File: config.mk
export PLATFORM = sky130hd
export DESIGN_NAME = ecc1_check
export DESIGN_NICKNAME = d
export VERILOG_FILES = /design/src/rtl/ecc1_pkg.sv /design/src/rtl/ecc1_pack.sv /design/src/rtl/ecc1_classify.sv /design/src/rtl/ecc1_result_reg.sv /design/src/rtl/ecc1_check.sv
export SDC_FILE = /design/constraint.sdc
export NUM_CORES = 1
export LEC_CHECK = 0
export BUFFER_PORTS_ARGS = -buffer_cell sky130_fd_sc_hd__clkbuf_2
export CORE_MARGIN = 3
export CORE_UTILIZATION = 34
export DETAILED_ROUTE_END_ITERATION = 8
export HOLD_SLACK_MARGIN = 0.15
export PLACE_DENSITY = 0.82
export SLEW_MARGIN = 20
export SYNTH_ARGS = -nofsm -noshare
export SYNTH_HDL_FRONTEND = slang
export SYNTH_SLANG_ARGS = --single-unit
export TNS_END_PERCENT = 20
File: constraint.sdc
create_clock -name clk -period 1.9 [get_ports clk]
set_clock_uncertainty 0.1 [all_clocks]
set_input_delay 0.19 -clock clk [delete_from_list [all_inputs] [get_ports clk]]
set_output_delay 0.19 -clock clk [all_outputs]
set_load 0.02 [all_outputs]
File: src/rtl/ecc1_pkg.sv
// Package: shared outcome encoding for the single-bit ECC checker.
// Assumes a 2-bit status bus; the values are part of the port contract.
package ecc1_pkg;
    typedef enum logic [1:0] {
        ST_CLEAN    = 2'd0,
        ST_FIXED    = 2'd1,
        ST_ECC_ONLY = 2'd2,
        ST_FATAL    = 2'd3
    } ecc1_status_e;
endpackage

File: src/rtl/ecc1_pack.sv
// ecc1_pack: builds the stored-format code from a raw parity register.
// Takes two HALF_W-bit fields (at bit 0 and at HI_LSB) and inverts the
// concatenation so that erased (all-ones) data yields a matching code.
// Assumes HI_LSB >= HALF_W and HI_LSB + HALF_W <= RAW_W.
module ecc1_pack #(
    parameter int HALF_W = 12,
    parameter int RAW_W  = 32,
    parameter int HI_LSB = 16
) (
    input  logic [RAW_W-1:0]    raw,
    output logic [2*HALF_W-1:0] code
);
    logic [HALF_W-1:0] lo_field;
    logic [HALF_W-1:0] hi_field;

    // Field extraction and inversion.
    always_comb begin
        lo_field = raw[HALF_W-1:0];
        hi_field = raw[HI_LSB +: HALF_W];
        code     = ~{hi_field, lo_field};
    end
endmodule

File: src/rtl/ecc1_classify.sv
// ecc1_classify: combinational decoder of a parity difference word.
// Complementary halves locate one data bit; a lone set bit elsewhere is a
// fault in the stored code; anything else cannot be repaired.
// Assumes HALF_W > 3 so that a byte index exists above the bit index.
module ecc1_classify
    import ecc1_pkg::*;
#(
    parameter int HALF_W      = 12,
    parameter int CHUNK_BYTES = 512
) (
    input  logic [2*HALF_W-1:0]  diff,
    output ecc1_status_e         kind,
    output logic [HALF_W-4:0]    byte_idx,
    output logic [2:0]           bit_idx
);
    localparam int BYTE_W = HALF_W - 3;
    localparam logic [BYTE_W:0] CHUNK_LIM = CHUNK_BYTES[BYTE_W:0];

    logic [HALF_W-1:0] hi_half;
    logic [HALF_W-1:0] lo_half;
    logic              is_zero;
    logic              is_compl;
    logic              is_single;
    logic              in_range;
    logic [BYTE_W-1:0] pos_byte;
    logic [2:0]        pos_bit;

    // Feature extraction from the difference word.
    always_comb begin
        hi_half   = diff[2*HALF_W-1:HALF_W];
        lo_half   = diff[HALF_W-1:0];
        is_zero   = (diff == '0);
        is_compl  = ((hi_half ^ lo_half) == '1);
        is_single = !is_zero && ((diff & (diff - 1'b1)) == '0);
        pos_byte  = hi_half[HALF_W-1:3];
        pos_bit   = hi_half[2:0];
        in_range  = ({1'b0, pos_byte} < CHUNK_LIM);
    end

    // Outcome selection; positions only reported for a data-bit repair.
    always_comb begin
        kind     = ST_FATAL;
        byte_idx = '0;
        bit_idx  = '0;
        if (is_zero) begin
            kind = ST_CLEAN;
        end else if (is_compl) begin
            if (in_range) begin
                kind     = ST_FIXED;
                byte_idx = pos_byte;
                bit_idx  = pos_bit;
            end
        end else if (is_single) begin
            kind = ST_ECC_ONLY;
        end
    end
endmodule

File: src/rtl/ecc1_result_reg.sv
// ecc1_result_reg: captures a classification on the strobe and holds it.
// Raises a one-cycle valid pulse after each strobe; synchronous active-low
// reset clears every output.
module ecc1_result_reg
    import ecc1_pkg::*;
#(
    parameter int BYTE_W = 9
) (
    input  logic              clk,
    input  logic              rst_n,
    input  logic              load,
    input  ecc1_status_e      kind_in,
    input  logic [BYTE_W-1:0] byte_in,
    input  logic [2:0]        bit_in,
    output logic              valid_q,
    output ecc1_status_e      kind_q,
    output logic [BYTE_W-1:0] byte_q,
    output logic [2:0]        bit_q
);
    // Valid pulse follows each strobe by one cycle.
    always_ff @(posedge clk) begin
        if (!rst_n) valid_q <= 1'b0;
        else        valid_q <= load;
    end

    // Result capture on strobe, hold otherwise.
    always_ff @(posedge clk) begin
        if (!rst_n) begin
            kind_q <= ST_CLEAN;
            byte_q <= '0;
            bit_q  <= '0;
        end else if (load) begin
            kind_q <= kind_in;
            byte_q <= byte_in;
            bit_q  <= bit_in;
        end
    end
endmodule

File: src/rtl/ecc1_check.sv
// ecc1_check: top of the single-bit NAND ECC checker.
// Compares a stored and a recomputed code on a strobe, reports the outcome
// one clock later, and offers a combinational raw-to-code packing path.
// Assumes the caller holds the codes valid during the strobe cycle.
module ecc1_check
    import ecc1_pkg::*;
#(
    parameter int HALF_W      = 12,
    parameter int CHUNK_BYTES = 512,
    parameter int RAW_W       = 32,
    parameter int HI_LSB      = 16
) (
    input  logic                   clk,
    input  logic                   rst_n,
    input  logic                   in_valid,
    input  logic [2*HALF_W-1:0]    stored_code,
    input  logic [2*HALF_W-1:0]    calc_code,
    input  logic [RAW_W-1:0]       raw_parity,
    output logic [2*HALF_W-1:0]    packed_code,
    output logic                   out_valid,
    output logic [1:0]             status,
    output logic [HALF_W-4:0]      err_byte,
    output logic [2:0]             err_bit
);
    localparam int CODE_W = 2 * HALF_W;
    localparam int BYTE_W = HALF_W - 3;

    logic [CODE_W-1:0] diff;
    ecc1_status_e      kind_c;
    ecc1_status_e      kind_r;
    logic [BYTE_W-1:0] byte_c;
    logic [2:0]        bit_c;

    // Difference between stored and recomputed code.
    always_comb diff = stored_code ^ calc_code;

    ecc1_pack #(.HALF_W(HALF_W), .RAW_W(RAW_W), .HI_LSB(HI_LSB)) u_pack (
        .raw  (raw_parity),
        .code (packed_code)
    );

    ecc1_classify #(.HALF_W(HALF_W), .CHUNK_BYTES(CHUNK_BYTES)) u_cls (
        .diff     (diff),
        .kind     (kind_c),
        .byte_idx (byte_c),
        .bit_idx  (bit_c)
    );

    ecc1_result_reg #(.BYTE_W(BYTE_W)) u_res (
        .clk     (clk),
        .rst_n   (rst_n),
        .load    (in_valid),
        .kind_in (kind_c),
        .byte_in (byte_c),
        .bit_in  (bit_c),
        .valid_q (out_valid),
        .kind_q  (kind_r),
        .byte_q  (err_byte),
        .bit_q   (err_bit)
    );

    // Status bus carries the enum encoding.
    always_comb status = kind_r;
endmodule

==> impl_metrics.yaml <==
cells_and_area:
  diodes: 0
  post-route-cell-area_sq_um: 2510
  layout-drive-gt1-share_pct: 57.8
  fin_nets: 406
  post-route-util_pct: 66.1
  stdcell_count: 370
  area_growth_pct: 79.9
timing:
  tns_ns: 0
  setup_ws_ns: 0.112
  finalHoldViolCount: 0
  worst-slew-pin-transition_ns: 0.409
  fmax_mhz: 559
  fin_crit_ns: 1.79
  holdWs_ns: 0.249
  slew_headroom_pct: 72.0
  rsz0062_at_grt: "yes"
  setup_violations: 0
  min_period_over_period_pct: 94.1
  drv_slew: 0
placed_design:
  dp_worst_setup_slack_ns: -0.231
  placed_area_sq_um: 2310
  gp_congestion: 0.835
  io_buffers: 113
  place_hpwl_mm: 3.65
  numPlacedInstances: 364
worst_setup_path:
  reg2reg_depth: 5
  cp-start-kind: "input pin"
  r2r_end: "u_res.kind_q[0]"
  crit_arrival_ns: 1.83
  crit_type: "in2reg"
  cp.required_ns: 1.94
  crit_fanout: 5
  critPathCaptureType: "flop"
  reg2reg_setup_slack_ns: 0.52
  r2r-start: "u_res.kind_q[0]"
clock_network:
  insertion_delay_ns: 0.25
  cts_tree: "built"
  clk_pin_slew_ns: 0.06
  cts_buffers: 3
  cts_root_buffer: "clkbuf_8"
  htree_num_levels: 1
  clockBufferDepth: 2
  cts.sink_count: 15
global_routing:
  overflow: 0
  first_global_vias: 1655
  grt_pass1_wl_mm: 7.10
  track_usage_pct: 17.2
  grt_antenna_before_repair: 0
  grt_max_degree: 17
routing:
  drt-initial-drc-count: 46
  remaining_drc_errors: 0
  drt-pass1-iter-count: 4
  routed_via_density: 4.64
  wl_per_cell_um: 11.5
  route.final.wire_length_mm: 4.26
  vias: 1716
  ant_nets: 0
logic_synthesis:
  syn_area_per_cell_sq_um: 8.21
  yosysMostFrequentCell: "inv_1"
  synth_edf_count: 0
  synthTopCellsByCount: "inv_1, xnor2_1, xor2_1"
  yosysWarningCount: 0
  yosys-top-cells-area: "dfxtp_1, xnor2_1, xor2_1, inv_1, a22oi_1"
  async_flop_share_pct: 0
  ys_seq_area_share_pct: 21.5
  synth.distinct_cells: 39
  netlist.area_leader.share_pct: 21.5
  ys_ff_latch: 15
  synth_ff_type: "dfxtp_1"
  syn-cell-area_sq_um: 1400
  synth_cells: 170
  synth.net_count: 253
  yosys.area.top_type: "dfxtp_1"
floorplanning:
  die_h_um: 70.1
  die-area_sq_um: 4910
  start_util_pct: 36.8
  rows: 22
  fp.dieW_um: 70.1
  io_pins: 122
  core_area_sq_um: 3800
hold_path:
  min_path_type: "in2reg"
  hold-path-endpoint: "u_res.byte_q[2]"
  min_delay_path_depth: 2
  min_from: "rst_n"
flow_run:
  drv_cap: 0
pwr:
  p_leak_nw: 1.27
  power_density_nw_per_um2: 459
  vdd_drop_max_uv: 251
  finalPower_mw: 1.15
outcome:
  outcome: "complete, no violations"
## cells by family after synthesis
logic type,Yosys count,share of synthesized area [%]
and+or+nand+nor,55,24.6
xor gates and xnor gates,39,28.2
AOI/OAI and AO/OA,32,16.9
buffers and inverters,27,7.26
DFF,15,21.5
adders and majority gates,2,1.52
## where the power goes
part	internal, mW	switching [mW]
clock	0.149	0.110
combinational	0.274	0.301
sequential	0.319	0.00149
## layout make-up
cell class,count,area [sq um]
inverter,25,93.8
timing repair buffer,150,850
multi-input combinational,128,1160
tap,48,60.1
clock buffer,4,45.0
sequential,15,300
fill,334,1290
## registers in the layout, summed over array words and instances (netlist names)
register	count
u_res.kind_q	2
u_res.bit_q	3
u_res.byte_q	9
u_res.valid_q	1
## how the worst max path moves through the flow
| stage | start | to | slack (ns) |
|---|---|---|---|
| CTS | calc_code[1] | u_res.kind_q[0] | 0.04 |
| global route | calc_code[2] | u_res.byte_q[3] | -0.02 |
| global placement | calc_code[6] | u_res.kind_q[0] | -0.20 |
| detailed placement | calc_code[1] | u_res.kind_q[0] | -0.23 |
| finish | calc_code[0] | u_res.byte_q[3] | 0.11 |
| floorplan | calc_code[6] | u_res.kind_q[0] | 0.007 |
## metal layers
metal | global-route usage, % | vias up | wire [um]
met3 | 5.32 | 6 | 402
met1 | 21.5 | 766 | 1700
met5 | 0 | - | 0
met2 | 29.1 | 74 | 2110
li1 | - | 870 | -
met4 | 3.83 | 0 | 40
## placed cells by master, fill, tap and decap left out, drive strengths merged, types with 2 or more instances in the layout
cell type	count
a2111oi	2
a21boi	4
a21oi	3
a22oi	11
buf	36
clkbuf	117
dfxtp	15
inv	25
maj3	2
nand2	10
nand3	5
nand4	3
nor2	10
nor2b	9
nor3	5
nor4	6
o21ai	7
or2	2
xnor2	18
xor2	21
## worst max-delay path, stage by stage
cell and delay [ns]:
clkbuf_2 0.10, xor2_2 0.20, nor3_4 0.25, nand4_4 0.17
nor4_4 0.41, a211oi_4 0.11, buf_4 0.17, a22oi_1 0.15
nor2b_1 0.06
## timing repair
item                                   in CTS  in global routing
gates resized for setup                     0                 19
setup buffers                               0                  1
hold buffers                                1                  0
setup endpoints to repair                   0                  9
endpoints found under the hold margin       1                  0
Note: power is estimated with default switching activity, not from simulation.
